--- src/rtl/busarb_pkg.sv ---
package busarb_pkg;

  typedef enum logic [1:0] {
    TR_IDLE   = 2'b00,
    TR_BUSY   = 2'b01,
    TR_NONSEQ = 2'b10,
    TR_SEQ    = 2'b11
  } trans_e;

  // Strobes from control to datapath
  typedef struct packed {
    logic update;   // ready cycle: registers may load
    logic rearb;    // full re-arbitration allowed this edge
    logic cutEarly; // forced hand-over to another initiator
  } arbStb_t;

  localparam int REM_W = 5;

  // Beats in a fixed-length burst; 1 for single and open-ended codes
  function automatic logic [REM_W-1:0] burstBeats(input logic [2:0] code);
    logic [REM_W-1:0] beats;
    unique case (code[2:1])
      2'b01:   beats = REM_W'(4);
      2'b10:   beats = REM_W'(8);
      2'b11:   beats = REM_W'(16);
      default: beats = REM_W'(1);
    endcase
    return beats;
  endfunction

endpackage

--- src/rtl/busarb_ctrl.sv ---
module busarb_ctrl
  import busarb_pkg::*;
#(
  parameter int NUM_MASTERS = 4,
  parameter int DEFAULT_ID  = 0,
  parameter int MAX_BEATS   = 8,
  parameter bit EARLY_END   = 1'b1,
  parameter int ID_W        = 4
) (
  input  logic                   clk,
  input  logic                   rstN,
  input  logic [NUM_MASTERS-1:0] reqIn,
  input  logic [NUM_MASTERS-1:0] lockIn,
  input  logic [1:0]             htrans,
  input  logic [2:0]             hburst,
  input  logic                   hready,
  input  logic [NUM_MASTERS-1:0] splitSet,
  input  logic [NUM_MASTERS-1:0] splitClear,
  input  logic [NUM_MASTERS-1:0] grantVec,
  input  logic [ID_W-1:0]        ownerId,
  output arbStb_t                stb,
  output logic [NUM_MASTERS-1:0] eligible,
  output logic                   reqNonDef,
  output logic [NUM_MASTERS-1:0] pendMask
);

  localparam int TEN_W = $clog2(MAX_BEATS + 1);
  localparam logic [NUM_MASTERS-1:0] DEF_MASK = NUM_MASTERS'(1) << DEFAULT_ID;
  localparam logic [TEN_W-1:0] TEN_MAX = TEN_W'(MAX_BEATS);

  logic [NUM_MASTERS-1:0] pendQ;
  logic [REM_W-1:0]       remQ, remEff, remNext;
  logic [TEN_W-1:0]       tenQ, tenEff, tenNext;
  logic [ID_W-1:0]        tenOwner;
  logic                   tailQ;
  logic                   sameOwner, accepted, boundary;
  logic                   ownLock, ownPend, lockHold, otherElig;
  trans_e                 trans;

  assign trans = trans_e'(htrans);

  // Split-waiting flags; the default owner is never tracked
  always_ff @(posedge clk or negedge rstN) begin
    if (!rstN) pendQ <= '0;
    else       pendQ <= (pendQ | splitSet) & ~splitClear & ~DEF_MASK;
  end

  assign pendMask  = pendQ;
  assign eligible  = reqIn & ~pendQ & ~DEF_MASK;
  assign reqNonDef = |(reqIn & ~DEF_MASK);

  // Burst/tenure tracking restarts whenever the owner changes
  assign sameOwner = (ownerId == tenOwner);
  assign remEff    = sameOwner ? remQ : '0;
  assign tenEff    = sameOwner ? tenQ : '0;
  assign accepted  = hready && (trans == TR_NONSEQ || trans == TR_SEQ);

  always_comb begin
    unique case (trans)
      TR_NONSEQ: remNext = burstBeats(hburst) - REM_W'(1);
      TR_SEQ:    remNext = (remEff != '0) ? remEff - REM_W'(1) : '0;
      TR_BUSY:   remNext = remEff;
      default:   remNext = '0;
    endcase
  end

  always_comb begin
    tenNext = tenEff;
    if (accepted && tenEff < TEN_MAX) tenNext = tenEff + TEN_W'(1);
  end

  assign boundary  = (remNext == '0);
  assign ownLock   = |(lockIn & grantVec & ~DEF_MASK);
  assign ownPend   = |(pendQ & grantVec);
  assign lockHold  = ownLock || tailQ;
  assign otherElig = |(eligible & ~grantVec);

  always_comb begin
    stb          = '0;
    stb.update   = hready;
    stb.rearb    = hready && (ownPend || (boundary && !lockHold));
    stb.cutEarly = hready && EARLY_END && !ownPend && !lockHold && !boundary
                   && (tenNext >= TEN_MAX) && otherElig;
  end

  always_ff @(posedge clk or negedge rstN) begin
    if (!rstN) begin
      remQ     <= '0;
      tenQ     <= '0;
      tenOwner <= ID_W'(DEFAULT_ID);
      tailQ    <= 1'b0;
    end else if (hready) begin
      remQ     <= remNext;
      tenQ     <= tenNext;
      tenOwner <= ownerId;
      tailQ    <= ownLock && !ownPend;
    end
  end

  AST_LOCK_KEEPS_OWNER: assert property (@(posedge clk) disable iff (!rstN)
    (hready && ownLock && !ownPend) |=> $stable(grantVec));

  AST_LOCK_TAIL_HOLD: assert property (@(posedge clk) disable iff (!rstN)
    (hready && tailQ && !ownLock && !ownPend) |=> $stable(ownerId));

endmodule

--- src/rtl/busarb_path.sv ---
module busarb_path
  import busarb_pkg::*;
#(
  parameter int NUM_MASTERS = 4,
  parameter int DEFAULT_ID  = 0,
  parameter int PARK_ID     = 0,
  parameter int ID_W        = 4
) (
  input  logic                   clk,
  input  logic                   rstN,
  input  arbStb_t                stb,
  input  logic [NUM_MASTERS-1:0] eligible,
  input  logic                   reqNonDef,
  input  logic [NUM_MASTERS-1:0] pendMask,
  input  logic [NUM_MASTERS-1:0] lockIn,
  output logic [NUM_MASTERS-1:0] grantOut,
  output logic [ID_W-1:0]        masterId,
  output logic                   masterLock
);

  localparam logic [NUM_MASTERS-1:0] DEF_MASK = NUM_MASTERS'(1) << DEFAULT_ID;

  logic [NUM_MASTERS-1:0] grantQ, nextGrant, otherSet;
  logic [ID_W-1:0]        idQ, nextId, pickAll, pickOther, fallbackId;
  logic                   lockQ;

  function automatic logic [ID_W-1:0] lowestIdx(input logic [NUM_MASTERS-1:0] v);
    logic [ID_W-1:0] r;
    r = ID_W'(DEFAULT_ID);
    for (int i = NUM_MASTERS - 1; i >= 0; i--) begin
      if (v[i]) r = ID_W'(i);
    end
    return r;
  endfunction

  assign otherSet   = eligible & ~grantQ;
  assign pickAll    = lowestIdx(eligible);
  assign pickOther  = lowestIdx(otherSet);
  assign fallbackId = (reqNonDef || pendMask[PARK_ID]) ? ID_W'(DEFAULT_ID) : ID_W'(PARK_ID);

  always_comb begin
    nextId = idQ;
    if (stb.update && stb.rearb)         nextId = (|eligible) ? pickAll : fallbackId;
    else if (stb.update && stb.cutEarly) nextId = pickOther;
  end

  for (genvar g = 0; g < NUM_MASTERS; g++) begin : g_decode
    assign nextGrant[g] = (nextId == ID_W'(g));
  end

  always_ff @(posedge clk or negedge rstN) begin
    if (!rstN) begin
      idQ    <= ID_W'(DEFAULT_ID);
      grantQ <= DEF_MASK;
      lockQ  <= 1'b0;
    end else if (stb.update) begin
      idQ    <= nextId;
      grantQ <= nextGrant;
      lockQ  <= |(lockIn & nextGrant & ~DEF_MASK);
    end
  end

  assign grantOut   = grantQ;
  assign masterId   = idQ;
  assign masterLock = lockQ;

  AST_GRANT_MATCHES_ID: assert property (@(posedge clk) disable iff (!rstN)
    $onehot(grantOut) && grantOut[masterId]);

  AST_NOT_READY_FREEZE: assert property (@(posedge clk) disable iff (!rstN)
    !stb.update |=> $stable(masterId) && $stable(grantOut) && $stable(masterLock));

  AST_ALLSPLIT_DEFAULT: assert property (@(posedge clk) disable iff (!rstN)
    (stb.update && stb.rearb && eligible == '0 && reqNonDef)
      |=> masterId == ID_W'(DEFAULT_ID));

  AST_DEFAULT_UNLOCKED: assert property (@(posedge clk) disable iff (!rstN)
    (masterId == ID_W'(DEFAULT_ID)) |-> !masterLock);

endmodule

--- src/rtl/bus_arbiter.sv ---
module bus_arbiter
  import busarb_pkg::*;
#(
  parameter int NUM_MASTERS = 4,
  parameter int DEFAULT_ID  = 0,
  parameter int PARK_ID     = 0,
  parameter int MAX_BEATS   = 8,
  parameter bit EARLY_END   = 1'b1,
  parameter int ID_W        = 4
) (
  input  logic                   clk,
  input  logic                   rstN,
  input  logic [NUM_MASTERS-1:0] reqIn,
  input  logic [NUM_MASTERS-1:0] lockIn,
  input  logic [1:0]             htrans,
  input  logic [2:0]             hburst,
  input  logic                   hready,
  input  logic [NUM_MASTERS-1:0] splitSet,
  input  logic [NUM_MASTERS-1:0] splitClear,
  output logic [NUM_MASTERS-1:0] grantOut,
  output logic [ID_W-1:0]        masterId,
  output logic                   masterLock
);

  arbStb_t                stb;
  logic [NUM_MASTERS-1:0] eligible, pendMask;
  logic                   reqNonDef;

  busarb_ctrl #(
    .NUM_MASTERS(NUM_MASTERS), .DEFAULT_ID(DEFAULT_ID), .MAX_BEATS(MAX_BEATS),
    .EARLY_END(EARLY_END), .ID_W(ID_W)
  ) i_ctrl (
    .clk(clk), .rstN(rstN), .reqIn(reqIn), .lockIn(lockIn), .htrans(htrans),
    .hburst(hburst), .hready(hready), .splitSet(splitSet), .splitClear(splitClear),
    .grantVec(grantOut), .ownerId(masterId), .stb(stb), .eligible(eligible),
    .reqNonDef(reqNonDef), .pendMask(pendMask)
  );

  busarb_path #(
    .NUM_MASTERS(NUM_MASTERS), .DEFAULT_ID(DEFAULT_ID), .PARK_ID(PARK_ID), .ID_W(ID_W)
  ) i_path (
    .clk(clk), .rstN(rstN), .stb(stb), .eligible(eligible), .reqNonDef(reqNonDef),
    .pendMask(pendMask), .lockIn(lockIn), .grantOut(grantOut), .masterId(masterId),
    .masterLock(masterLock)
  );

endmodule

--- config.mk ---
export PLATFORM = sky130hd
export DESIGN_NAME = bus_arbiter
export DESIGN_NICKNAME = d
export VERILOG_FILES = /design/src/rtl/busarb_pkg.sv /design/src/rtl/busarb_ctrl.sv /design/src/rtl/busarb_path.sv /design/src/rtl/bus_arbiter.sv
export SDC_FILE = /design/constraint.sdc
export NUM_CORES = 1
export LEC_CHECK = 0
export BUFFER_PORTS_ARGS = -buffer_cell sky130_fd_sc_hd__buf_2
export CORE_ASPECT_RATIO = 0.5
export CORE_MARGIN = 2
export CORE_UTILIZATION = 27
export CTS_BUF_LIST = sky130_fd_sc_hd__clkbuf_4 sky130_fd_sc_hd__clkbuf_8 sky130_fd_sc_hd__clkbuf_16
export CTS_CLUSTER_DIAMETER = 30
export DETAILED_ROUTE_END_ITERATION = 7
export HOLD_SLACK_MARGIN = 0.06
export PLACE_DENSITY_LB_ADDON = 0.2
export SETUP_SLACK_MARGIN = 0.02
export SLEW_MARGIN = 20
export SYNTH_ARGS = -nofsm -noshare
export SYNTH_HDL_FRONTEND = slang
export SYNTH_SLANG_ARGS = --single-unit
--- constraint.sdc ---
create_clock -name clk -period 5.3 [get_ports clk]
set_input_delay 1.06 -clock clk [delete_from_list [all_inputs] [get_ports clk]]
set_output_delay 1.06 -clock clk [all_outputs]
set_load 0.02 [all_outputs]
# Word-level counts from Yosys, hierarchy flattened
# Cells that the tools add are included.
[word_totals] out_inout_bits=9 ff_bits=26 elab_cells=76 inputBits=24
[op_classes] n_reduce_logical=26 muxes=17 eq_ne=10 bitwise=10 magnitude_cmp=2 n_addsub=3
[op_table] operator="5-bit case mux with 3 select lines" count=2
[op_table] operator="4-bit 2-to-1 mux" count=7
[op_table] operator="4-bit AND" count=6
[op_table] operator="5-bit 2-to-1 mux" count=3
[op_table] operator="1-bit logical AND" count=12
[op_table] operator="4-bit NOT" count=3
[op_table] operator="2-bit 2-to-1 mux" count=5
[op_table] operator="5-bit by 1-bit subtractor with 5-bit output (second input constant)" count=2
[op_table] operator="3-bit OR reduction" count=3
[op_table] operator="2-bit equality test (second input constant)" count=4
[op_table] operator="4-bit by 2-bit equality test with 1-bit output (second input constant)" count=2
[op_table] operator="4-bit OR reduction" count=2
[op_table] operator="5-bit logical NOT" count=1
[op_table] operator="5-bit nonzero test" count=1
[op_table] operator="4-bit by 1-bit adder with 4-bit output (second input constant)" count=1
[op_table] operator="2-bit by 1-bit equality test with 1-bit output (second input constant)" count=2
[op_table] operator="4-bit by 1-bit equality test with 1-bit output (second input constant)" count=1
[op_table] operator="4-bit equality test" count=1
[op_table] operator="4-bit greater-or-equal comparator (second input constant)" count=1
[op_table] operator="4-bit logical NOT" count=1
[op_table] operator="4-bit < comparator (second input constant)" count=1
[op_table] operator="4-bit bitwise OR" count=1
[op_table] operator="1-bit logical NOT" count=3
[op_table] operator="1-bit logical OR" count=3

# Depth between registers and ports, before layout
# Gate-level depths: netlist of the first run.
[depth] word_depth=16 ltp_mapped=14 depth_no_buf=12

# Hierarchy
# From an unflattened synthesis of the first run, not the netlist that was laid out.
[unflattened] hier_cells=182 hier_area_um2=1651.6
[modules_own_cells] module="busarb_ctrl" area_per_inst_um2=1151.1 instances=1 cells_each=137 seq_area_each_um2=425.4
[modules_own_cells] module="busarb_path" area_per_inst_um2=500.5 instances=1 cells_each=45 seq_area_each_um2=226.5

# Worst setup path after synthesis of the first run
# OpenSTA, ideal clock, no wires.
[synth_path] kind="register -> register" start="reg i_path.idQ[2], in the netlist i_path.masterId[2]" end="reg i_path.lockQ, in the netlist i_path.masterLock" required_time_ps=5166 arrival_time_ps=2784 setup_slack_ps=2381 n_path_buf=2 setup_time_ps=134 stages_incl_launch_ff=15 synth_period_minus_slack_ps=2919 cell_sequence="dfrtp_1 -> xnor2_1 -> and4_1 -> buf_6 -> clkbuf_1 -> nand2_1 -> ha_1 -> nand4_1 -> and2_1 -> o31ai_4 -> a31oi_1 -> a32oi_2 -> inv_2 -> o21ai_1 -> o22ai_1"
[synth_via] elab_chain_len=16 word_cells_on_any_way=29 cone_classes="add/sub (2); order compare (2); eq/ne (4); mux (7); bitwise (1); reduce/logical (13)"
[synth_rtl] item="start, declared" line_no="busarb_path.sv:24" text="logic [ID_W-1:0] idQ, nextId, pickAll, pickOther, fallbackId;"
[synth_rtl] item="start signal, assigned" line_no="busarb_path.sv:53" text="idQ <= ID_W'(DEFAULT_ID);"
[synth_rtl] item="start signal, assigned" line_no="busarb_path.sv:57" text="idQ <= nextId;"
[synth_rtl] item="4-bit equality test" line_no="busarb_ctrl.sv:53" text="assign sameOwner = (ownerId == tenOwner);"
[synth_rtl] item="5-bit 2-to-1 mux" line_no="busarb_ctrl.sv:54" text="assign remEff = sameOwner ? remQ : '0;"
[synth_rtl] item="5-bit by 1-bit subtractor with 5-bit output or 5-bit nonzero test (tied branches)" line_no="busarb_ctrl.sv:61" text="TR_SEQ: remNext = (remEff != '0) ? remEff - REM_W'(1) : '0;"
[synth_rtl] item="5-bit 2-to-1 mux" line_no="busarb_ctrl.sv:61"
[synth_rtl] item="5-bit case mux with 3 select lines" line_no="busarb_ctrl.sv:59" text="unique case (trans)"
[synth_rtl] item="5-bit logical NOT" line_no="busarb_ctrl.sv:72" text="assign boundary = (remNext == '0);"
[synth_rtl] item="1-bit logical NOT" line_no="busarb_ctrl.sv:82" text="stb.cutEarly = hready && EARLY_END && !ownPend && !lockHold && !boundary"
[synth_rtl] item="1-bit logical AND" line_no="busarb_ctrl.sv:82"
[synth_rtl] item="1-bit logical AND (2 in series)" line_no="busarb_ctrl.sv:83" text="&& (tenNext >= TEN_MAX) && otherElig;"
[synth_rtl] item="1-bit logical AND" line_no="busarb_path.sv:44" text="else if (stb.update && stb.cutEarly) nextId = pickOther;"
[synth_rtl] item="4-bit 2-to-1 mux" line_no="busarb_path.sv:44"
[synth_rtl] item="4-bit 2-to-1 mux (*)" line_no="busarb_path.sv:43" text="if (stb.update && stb.rearb) nextId = (|eligible) ? pickAll : fallbackId;"
[synth_rtl] item="4-bit by 1-bit equality test with 1-bit output or 4-bit by 2-bit equality test with 1-bit output (tied branches)" line_no="busarb_path.sv:48" text="assign nextGrant[g] = (nextId == ID_W'(g));"
[synth_rtl] item="4-bit AND (*)" line_no="busarb_path.sv:59" text="lockQ <= |(lockIn & nextGrant & ~DEF_MASK);"
[synth_rtl] item="3-bit OR reduction (*)" line_no="busarb_path.sv:59"
[synth_rtl] item="end signal, assigned" line_no="busarb_path.sv:59"
[synth_rtl] item="end, declared" line_no="busarb_path.sv:25" text="logic lockQ;"
# Every way passes the cells marked *; elsewhere a longest branch is shown, timed or not.
# A chain may end at the register's enable or synchronous reset.

# Final worst setup path of the first run
[layout_path] start="reg i_path.idQ[1], in the netlist i_path.masterId[1]" end="reg i_path.lockQ, in the netlist i_path.masterLock"
# The elaborated chain is that of the path after synthesis.

==> results of run 1 <==
[worst min-delay path by stage]
stage                     slack (ns)                 end                from  cells after the start
after floorplan                 0.45      i_ctrl.tenQ[1]      i_ctrl.tenQ[1]                      2
after global placement          0.47  i_path.grantOut[0]  i_path.grantOut[0]                      2
after detailed placement        0.47  i_path.grantOut[0]  i_path.grantOut[0]                      2
after CTS                       0.49  i_path.grantOut[0]  i_path.grantOut[0]                      2
after global routing            0.51  i_path.grantOut[0]  i_path.grantOut[0]                      2
final                           0.48  i_path.grantOut[0]  i_path.grantOut[0]                      2
[metal layers]
layer  up-vias  GRT usage, %  part of all wire (%)
li1        697             -                     -
met1       668          17.8                    54
met2        22          19.5                    43
met3         2          2.51                   2.8
met4         0          2.61                  0.79
met5         -             0                     0
[power by group]
part	total [mW]	switching, mW	internal (mW)
registers	0.316	0.0560	0.260
logic	0.457	0.288	0.169
clock network	0.181	0.0655	0.115
[cell usage in the layout (no fill, tap or decap), drive strengths merged, types with 2 or more instances in the layout]
| cell | n |
|---|---|
| nand4 | 5 |
| dfrtp | 25 |
| buf | 27 |
| and2 | 6 |
| a222oi | 2 |
| and4 | 2 |
| nand2 | 20 |
| a31oi | 8 |
| mux2 | 4 |
| xnor2 | 4 |
| nor2b | 2 |
| ha | 2 |
| o22ai | 7 |
| a211oi | 3 |
| nand2b | 6 |
| a21oi | 9 |
| nor2 | 20 |
| clkbuf | 4 |
| and3 | 3 |
| nor3 | 4 |
| a32oi | 2 |
| nand3 | 7 |
| inv | 10 |
| o21ai | 5 |
[state kept, by name, summed over array words and instances (netlist names)]
signal             count
i_path.masterLock      1
i_path.masterId        4
i_ctrl.tenOwner        4
i_ctrl.tenQ            4
i_ctrl.remQ            5
i_ctrl.tailQ           1
i_ctrl.pendMask        3
i_path.grantOut        4
[critical path, stage by stage (launching register included)]
cell and delay, ns:
dfrtp_1 0.42, xnor2_1 0.21, and4_1 0.66, nand2_1 0.16, ha_1 0.25, o22ai_2 0.32, and2_1 0.25, o31ai_4 0.12
o311ai_2 0.49, nor2_1 0.07, a211oi_1 0.21, o22ai_1 0.12
[final cells by class]
| class | count | area (sq um) | share of cell area, % |
|---|---|---|---|
| clock buffer | 4 | 88.8 | 4.77 |
| inverter | 10 | 37.5 | 2.02 |
| multi-input combinational | 135 | 856 | 46.0 |
| sequential | 26 | 652 | 35.0 |
| tap | 73 | 91.3 | 4.91 |
| timing repair buffer | 27 | 135 | 7.26 |
[per-stage QoR]
| stage | setup WS, ns | instances | cell area (sq um) | util (%) |
|---|---|---|---|---|
| final | 1.87 | 275 | 1860 | 33.4 |
| after global placement | 1.88 | 271 | 1770 | 31.8 |
| after floorplan | 2.38 | 177 | 1580 | - |
| after detailed placement | 1.81 | 271 | 1770 | 31.8 |
| after global routing | 1.48 | 275 | 1860 | 33.4 |
| after CTS | 1.85 | 275 | 1860 | 33.4 |
[cell families after synthesis]
kind of cell	count (synthesis)	share of synthesized area, %
xor+xnor	4	2.22
compound gates	47	23.1
buf+inv	16	4.29
flops	26	41.4
fa+ha+maj	2	1.59
mux	4	2.86
simple gates	78	24.5
==> impl_metrics.json, run 1 <==
{
  "fmax_mhz": 292,
  "timing.hold.ws_ns": 0.482,
  "numPortBuffers": 27,
  "cap_violations": 0,
  "yosysTopAreaCellShare_pct": 39.7,
  "setup_viol": 0,
  "min_path_type": "flop to flop",
  "synth_most_common_cell": "dfrtp_1",
  "cts-root-buf": "clkbuf_16",
  "antenna_found_initial": 0,
  "grt_setup_unrepaired": "false",
  "p_leak_nw": 0.828,
  "cp_max_fo": 18,
  "grt_usage_pct": 12.3,
  "critPathCaptureType": "flop",
  "grt_pass1_wl_um": 6420,
  "nFillCells": 606,
  "hold_viol_final": 0,
  "io_pins": 33,
  "die_h_um": 58.0,
  "holdBufCountCts": 0,
  "route.detailed.drc": 0,
  "r2r_start": "i_path.masterId[1]",
  "reg2reg_to": "i_path.masterLock",
  "synth_nets": 203,
  "clock_skew_ns": 0.00555,
  "n_antenna_cell": 0,
  "worst_slew_pin_slew_ns": 0.666,
  "tns_ns": 0,
  "via_per_inst": 5.05,
  "gp_congestion": 0.783,
  "dp_hpwl_um": 2710,
  "post-cts-setup-buffers": 0,
  "wirelength_um": 3690,
  "r2r_cells": 11,
  "fin_total_pwr_mw": 0.954,
  "arrival_ns": 3.55,
  "htreeDepth": 1,
  "yosys-top-cells-area": "dfrtp_1, nand2_1, nor2_1",
  "detail-route-antenna-nets": 0,
  "cts_resized": 0,
  "cts_buffers": 3,
  "r2r_slack_ns": 1.87,
  "drive_gt1_share_pct": 22.3,
  "synth_area_sq_um": 1580,
  "die_area_sq_um": 6500,
  "cts_buffer_depth": 2,
  "yosysSeqAreaShare_pct": 41.4,
  "yosys_warnings": 0,
  "critPathKind": "flop to flop",
  "layout_min_cycle_time_ns": 3.43,
  "fp.dieW_um": 112,
  "dr.pass1.iters": 4,
  "drv_slew": 0,
  "grt_overflow_total": 0,
  "synth_top_area_cell": "dfrtp_1",
  "synth_cells": 177,
  "synthFlopType": "dfrtp_1",
  "cts_tree": "built",
  "status": "completed",
  "required_ns": 5.42,
  "initial_utilization_pct": 28.3,
  "min_period_over_period_pct": 64.7,
  "synth-edff-count": 0,
  "powerDensity_nw_per_um2": 513,
  "rows": 19,
  "grt_pass1_vias": 1329,
  "avgRoutedWirePerCell_um": 13.4,
  "avgSynthCellArea_sq_um": 8.90,
  "async_reset_ff_share_pct": 100,
  "ys_types": 45,
  "clk_latency_ns": 0.26,
  "syn_to_final_growth_pct": 18.1,
  "cp-endpoint": "i_path.masterLock",
  "vias": 1389,
  "cts.reportedPaths.clkPinSlew_ns": 0.06,
  "nNetsFinal": 229,
  "ir_worst_vdd_uv": 187,
  "synthTopCellsByCount": "dfrtp_1, nand2_1, nor2_1, a21oi_1, inv_1",
  "drt_iter0_markers": 74,
  "critPathLaunchType": "flop",
  "grt_max_degree": 33,
  "ys_seq_elements": 26,
  "core_sq_um": 5560,
  "slew_headroom_pct": 55.6,
  "cts_sinks": 26,
  "startpoint": "i_path.masterId[1]"
}
(Power assumes the default switching activity.)
==> run 2, diff against run 1 <==
==> constraint.sdc (replaced) <==
create_clock -name clk -period 2.8 [get_ports clk]
set_input_delay 0.56 -clock clk [delete_from_list [all_inputs] [get_ports clk]]
set_output_delay 0.56 -clock clk [all_outputs]
set_load 0.02 [all_outputs]
==> run 2 against run 1 <==
  * Final cell count is 9.1% higher
  * Global-route usage rose by 0.76 points
  * Sequential share of layout area shrank 4.3 points
  * Non-clock buffer count is 25 higher
  * Count of clock-buffer cells in the layout did not move
  * Sequential power grew 87%
  * Die area did not move
  * Sequential cell count unchanged
  * Critical path depth is 1 higher
==> impl_metrics.json, run 2 (synthesis results as in run 1) <==
{
  "status": "completed",
  "regMostFlops": "i_ctrl.remQ",
  "startpoint": "i_path.masterId[2]",
  "r2r_slack_ns": 0.13,
  "rows": 19,
  "layout_min_cycle_time_ns": 2.67,
  "cts.reportedPaths.clkPinSlew_ns": 0.07,
  "worst_slew_pin_slew_ns": 0.590,
  "switching_share_pct": 40.5,
  "antenna_found_initial": 0,
  "grt_overflow_total": 0,
  "required_ns": 2.99,
  "nNetsFinal": 254,
  "clock_skew_ns": 0.00535,
  "ir_worst_vdd_uv": 380,
  "drv_slew": 0,
  "dr.pass1.iters": 4,
  "fmax_mhz": 375,
  "setup_viol": 0,
  "cp-endpoint": "i_path.grantOut[2]",
  "cts_buffer_depth": 2,
  "largest_reg_flops": 5,
  "min_period_over_period_pct": 95.3,
  "grt_pass1_vias": 1351,
  "vias": 1448,
  "p_leak_nw": 0.969,
  "cts-root-buf": "clkbuf_16",
  "cts_buffers": 3,
  "pwr-share-comb_pct": 55.4,
  "gp_congestion": 0.743,
  "cts_tree": "built",
  "cp_max_fo": 5,
  "critPathCaptureType": "flop",
  "critPathKind": "flop to flop",
  "reg2reg_to": "i_path.grantOut[2]",
  "cap_violations": 0,
  "pwr-share-seq_pct": 27.9,
  "p_int_mw": 1.26,
  "syn_to_final_growth_pct": 35.0,
  "p_sw_mw": 0.861,
  "hold_viol_final": 0,
  "dp_hpwl_um": 3040,
  "die_h_um": 58.0,
  "clk_latency_ns": 0.26,
  "htreeDepth": 1,
  "slew_headroom_pct": 60.7,
  "powerDensity_nw_per_um2": 999,
  "numPortBuffers": 27,
  "dpl.cell_count": 290,
  "wirelength_um": 3950,
  "grt_max_degree": 27,
  "avgRoutedWirePerCell_um": 13.2,
  "placed_cell_area_sq_um": 1930,
  "r2r_start": "i_path.masterId[2]",
  "clockPowerShare_pct": 16.7,
  "grt_pass1_wl_um": 6650,
  "layout_commonest_cell": "buf_2",
  "r2r_cells": 12,
  "via_per_inst": 4.83,
  "cts_sinks": 26,
  "most-common-layout-cells": "buf_2, buf_4, dfrtp_1",
  "route.detailed.drc": 0,
  "tns_ns": 0,
  "fin_area_sq_um": 2130,
  "io_pins": 33,
  "drt_iter0_markers": 58,
  "min_path_type": "primary input to async pin",
  "grt_setup_unrepaired": "false",
  "fin_cells": 300,
  "detail-route-antenna-nets": 0,
  "drive_gt1_share_pct": 36.6,
  "critPathLaunchType": "flop",
  "nFillCells": 575,
  "grt_usage_pct": 13.1,
  "initial_utilization_pct": 28.3,
  "core_sq_um": 5560,
  "n_antenna_cell": 0,
  "die_area_sq_um": 6500,
  "fp.dieW_um": 112,
  "arrival_ns": 2.85
}
[run 2: worst min-delay path by stage]
stage	slack (ns)	to	cells after the start	startpoint
finish	0.30	i_ctrl.tenOwner[1]	1	rstN
global route	0.35	i_path.masterLock	1	rstN
CTS	0.32	i_ctrl.tenOwner[2]	1	rstN
detailed placement	0.48	i_path.grantOut[0]	2	i_path.grantOut[0]
global placement	0.46	i_path.grantOut[0]	2	i_path.grantOut[0]
floorplan	0.26	i_ctrl.pendMask[1]	0	rstN
[run 2: layout make-up]
cell class / count / area [sq um] / area share, %
multi-input cells: 135 / 928 / 43.6
flip-flops and latches: 26 / 654 / 30.8
repair buffers: 52 / 327 / 15.4
well taps: 73 / 91.3 / 4.29
clock buffers: 4 / 88.8 / 4.18
inverters: 10 / 37.5 / 1.76
[run 2: layer usage]
layer	part of all wire, %	track usage, %
met1	53	18.0
met2	43	21.0
met3	2.1	2.30
met4	1.6	5.23
met5	0	0
[run 2: what timing repair did]
action                                  in CTS  in global routing
hold buffers                                 0                  0
resized for setup                            0                 12
buffers inserted                             0                  6
endpoints found under the setup margin       0                  5
[run 2: worst max-delay path, cell delays in order (launching register included)]
cell,delay (ns)
dfrtp_2,0.44
xnor2_2,0.19
and4_4,0.27
nand2_2,0.08
ha_4,0.27
nand4_1,0.12
and2_4,0.18
o31ai_4,0.29
buf_6,0.15
o311ai_4,0.14
buf_4,0.18
nand2b_1,0.16
o22ai_1,0.12
[run 2: power groups by stage]
stage	sequential [mW]	combinational (mW)	clock, mW
floorplan	0.633	0.663	0
detailed placement	0.588	1.06	0
global placement	0.583	1.06	0
global route	0.607	1.31	0.382
CTS	0.581	1.07	0.364
finish	0.592	1.18	0.355
[run 2: stage by stage]
step	total power [mW]	worst slack, ns	hold slack, ns	utilization [%]
floorplan	1.30	0.0236	0.264	-
global placement	1.64	0.0767	0.464	34.7
detailed placement	1.65	0.0443	0.479	34.7
CTS	2.01	0.0240	0.322	36.3
global route	2.29	0.00328	0.351	38.2
finish	2.12	0.132	0.296	38.2
==> run 3, diff against run 2 <==
--- a/config.mk
+++ b/config.mk
@@ -5,8 +5,8 @@
 export SDC_FILE = /design/constraint.sdc
 export NUM_CORES = 1
 export LEC_CHECK = 0
+export ABC_AREA = 1
 export BUFFER_PORTS_ARGS = -buffer_cell sky130_fd_sc_hd__buf_2
-export CORE_ASPECT_RATIO = 0.5
 export CORE_MARGIN = 2
 export CORE_UTILIZATION = 27
 export CTS_BUF_LIST = sky130_fd_sc_hd__clkbuf_4 sky130_fd_sc_hd__clkbuf_8 sky130_fd_sc_hd__clkbuf_16
==> run 3 against run 2 <==
  * Synthesized area grew 7.1%
  * Utilization down 1.8 points
  * Non-clock buffer count down 15
  * Sequential share of layout area shrank 0.87 points
  * Count of clock-buffer cells in the layout decreased by 1
  * Wire length decreased by 0.84%
  * Combinational power decreased by 21%
  * Critical endpoint is now i_path.grantOut[0]
  * Largest cell class unchanged
==> impl_metrics.json, run 3 <==
{
  "dpl.cell_count": 349,
  "tns_ns": 0,
  "yosysSeqAreaShare_pct": 38.6,
  "synth_area_sq_um": 1690,
  "worst_slew_pin_slew_ns": 0.605,
  "regMostFlops": "i_ctrl.remQ",
  "clk_latency_ns": 0.28,
  "ys_seq_elements": 26,
  "critPathKind": "flop to flop",
  "die_area_sq_um": 6900,
  "numPortBuffers": 27,
  "fin_cells": 359,
  "grt_overflow_total": 0,
  "cts.reportedPaths.clkPinSlew_ns": 0.10,
  "rows": 28,
  "ir_worst_vdd_uv": 349,
  "grt_usage_pct": 11.3,
  "initial_utilization_pct": 28.2,
  "p_int_mw": 1.00,
  "layout_commonest_cell": "nand2_1",
  "grt_pass1_vias": 1496,
  "fp.dieW_um": 83.1,
  "synth-edff-count": 0,
  "cpMostUsedCell": "nand2_2",
  "synth_most_common_cell": "nand2_1",
  "slew_headroom_pct": 59.7,
  "nNetsFinal": 311,
  "avgSynthCellArea_sq_um": 6.86,
  "critPathBufInv": 4,
  "synth_cells": 246,
  "ys_types": 30,
  "route.detailed.drc": 0,
  "cp_top_family": "simple AND/OR/NAND/NOR gates",
  "avgRoutedWirePerCell_um": 10.9,
  "layout_min_cycle_time_ns": 2.55,
  "critPathCaptureType": "flop",
  "grt_setup_unrepaired": "false",
  "htreeDepth": 1,
  "synth_top_area_cell": "dfrtp_1",
  "max_stage_delay_ns": 0.43,
  "cts_buffers": 3,
  "async_reset_ff_share_pct": 100,
  "synthTopCellsByCount": "nand2_1, inv_1, dfrtp_1, nor2_1",
  "gp_congestion": 0.819,
  "timing.hold.ws_ns": 0.277,
  "vias": 1579,
  "powerDensity_nw_per_um2": 825,
  "fin_total_pwr_mw": 1.80,
  "slowest_stage": "dfrtp_1",
  "synthFlopType": "dfrtp_1",
  "detail-route-antenna-nets": 0,
  "cp_max_fo": 4,
  "yosys_warnings": 0,
  "yosys-top-cells-area": "dfrtp_1, nand2_1, inv_1",
  "min_path_type": "primary input to async pin",
  "die_h_um": 83.1,
  "status": "completed",
  "pwr-share-comb_pct": 52.1,
  "cts_tree": "built",
  "cts-root-buf": "clkbuf_8",
  "critPathLaunchType": "flop",
  "largest_reg_flops": 5,
  "n_antenna_cell": 0,
  "p_sw_mw": 0.795,
  "syn_to_final_growth_pct": 29.2,
  "cts_sinks": 26,
  "drt_iter0_markers": 55,
  "min_period_over_period_pct": 91.2,
  "core_sq_um": 5990,
  "arrival_ns": 2.78,
  "setup_ws_ns": 0.246,
  "path_cells": "inv_2, nand2_2, nand2_2, nor2_4, nand2_4, nor2_4, inv_2, ha_4, nor2_1, a21oi_2, nand2_2, nor2_4, nand4_1, nand2_2, buf_4, nand3_2, nand2_2, inv_2, nor2_4, nand2_1, nand2_1",
  "grt_max_degree": 27,
  "setup_viol": 0,
  "yosysTopAreaCellShare_pct": 37.1,
  "dr.pass1.iters": 4,
  "pwr-share-seq_pct": 30.3,
  "wirelength_um": 3920,
  "cap_violations": 0,
  "drv_slew": 0,
  "place_ws_ns": 0.0773,
  "most-common-layout-cells": "nand2_1, inv_1, buf_2",
  "via_per_inst": 4.40,
  "p_leak_nw": 1.16,
  "clockPowerShare_pct": 17.6,
  "synth_nets": 272,
  "hold_viol_final": 0,
  "required_ns": 3.02,
  "drive_gt1_share_pct": 32.7,
  "dp_hpwl_um": 3010,
  "cts_buffer_depth": 2,
  "clock_skew_ns": 0.00753,
  "fmax_mhz": 392,
  "antenna_found_initial": 0,
  "switching_share_pct": 44.2,
  "io_pins": 33,
  "grt_pass1_wl_um": 6580
}
## run 3: cell count changes in the layout (fill, tap and decap cells not counted), sizes merged, moves of 6 or more
| cell | previous run | this run |
|---|---|---|
| inv | 10 | 46 |
| o21ai | 5 | 14 |
| nor2 | 20 | 30 |
| nand3 | 7 | 14 |
| buf | 52 | 37 |
| a31oi | 8 | 1 |
| and2 | 6 | 0 |
| nand2b | 6 | 0 |
| nand2 | 20 | 84 |
## run 3: timing repair
item,4_1_cts,5_1_grt
gates resized for setup,0,37
hold buffers,0,0
endpoints found under the setup margin,0,7
buffers inserted,0,6
## run 3: per-layer routing
layer  up-vias  track usage, %  routed length [um]
met3         4            1.59                 123
met1       705            14.8                1940
met5         -               0                   0
met2        31            19.8                1820
met4         0            2.68                  36
li1        839               -                   -
## run 3: stage by stage
| step | util (%) | cell area [sq um] |
|---|---|---|
| after CTS | 33.5 | 2010 |
| after floorplan | - | 1690 |
| after detailed placement | 32.3 | 1940 |
| after global placement | 32.3 | 1940 |
| final | 36.4 | 2180 |
| after global routing | 36.4 | 2180 |
## run 3: logic make-up after synthesis
group / Yosys count / synth area share [%]
compound gates: 32 / 11.4
xor+xnor: 2 / 1.04
fa+ha+maj: 2 / 1.48
buf+inv: 49 / 10.9
flops: 26 / 38.6
simple gates: 135 / 36.5
## run 3: final cells by class
type,instances,area (sq um)
inverters,46,173
clock inverters,1,30.0
repair buffers,37,210
fillers,659,3810
clock buffers,3,41.3
well taps,75,93.8
multi-input cells,171,981
flip-flops and latches,26,652
## run 3: final timing paths
check | startpoint | endpoint | slack (ns) | cells past startpoint
worst max-delay path | i_path.masterId[3] | i_path.grantOut[0] | 0.25 | 21
worst min-delay path | rstN | i_path.grantOut[1] | 0.28 | 1
worst max register to register | i_path.masterId[3] | i_path.grantOut[0] | 0.25 | 21
worst min register to register | i_path.grantOut[0] | i_path.grantOut[0] | 0.47 | 2
max in group asynchronous | rstN | i_ctrl.remQ[1] | 2.12 | 1
min in group clk | splitClear[2] | i_ctrl.pendMask[2] | 0.41 | 2
## run 3: power by group through the flow
stage	Clock (mW)	Sequential, mW	Combinational [mW]
2_1_floorplan	0	0.593	0.514
3_3_place_gp	0	0.552	0.771
3_5_place_dp	0	0.553	0.774
4_1_cts	0.331	0.546	0.779
5_1_grt	0.339	0.559	1.05
6_report	0.316	0.545	0.938
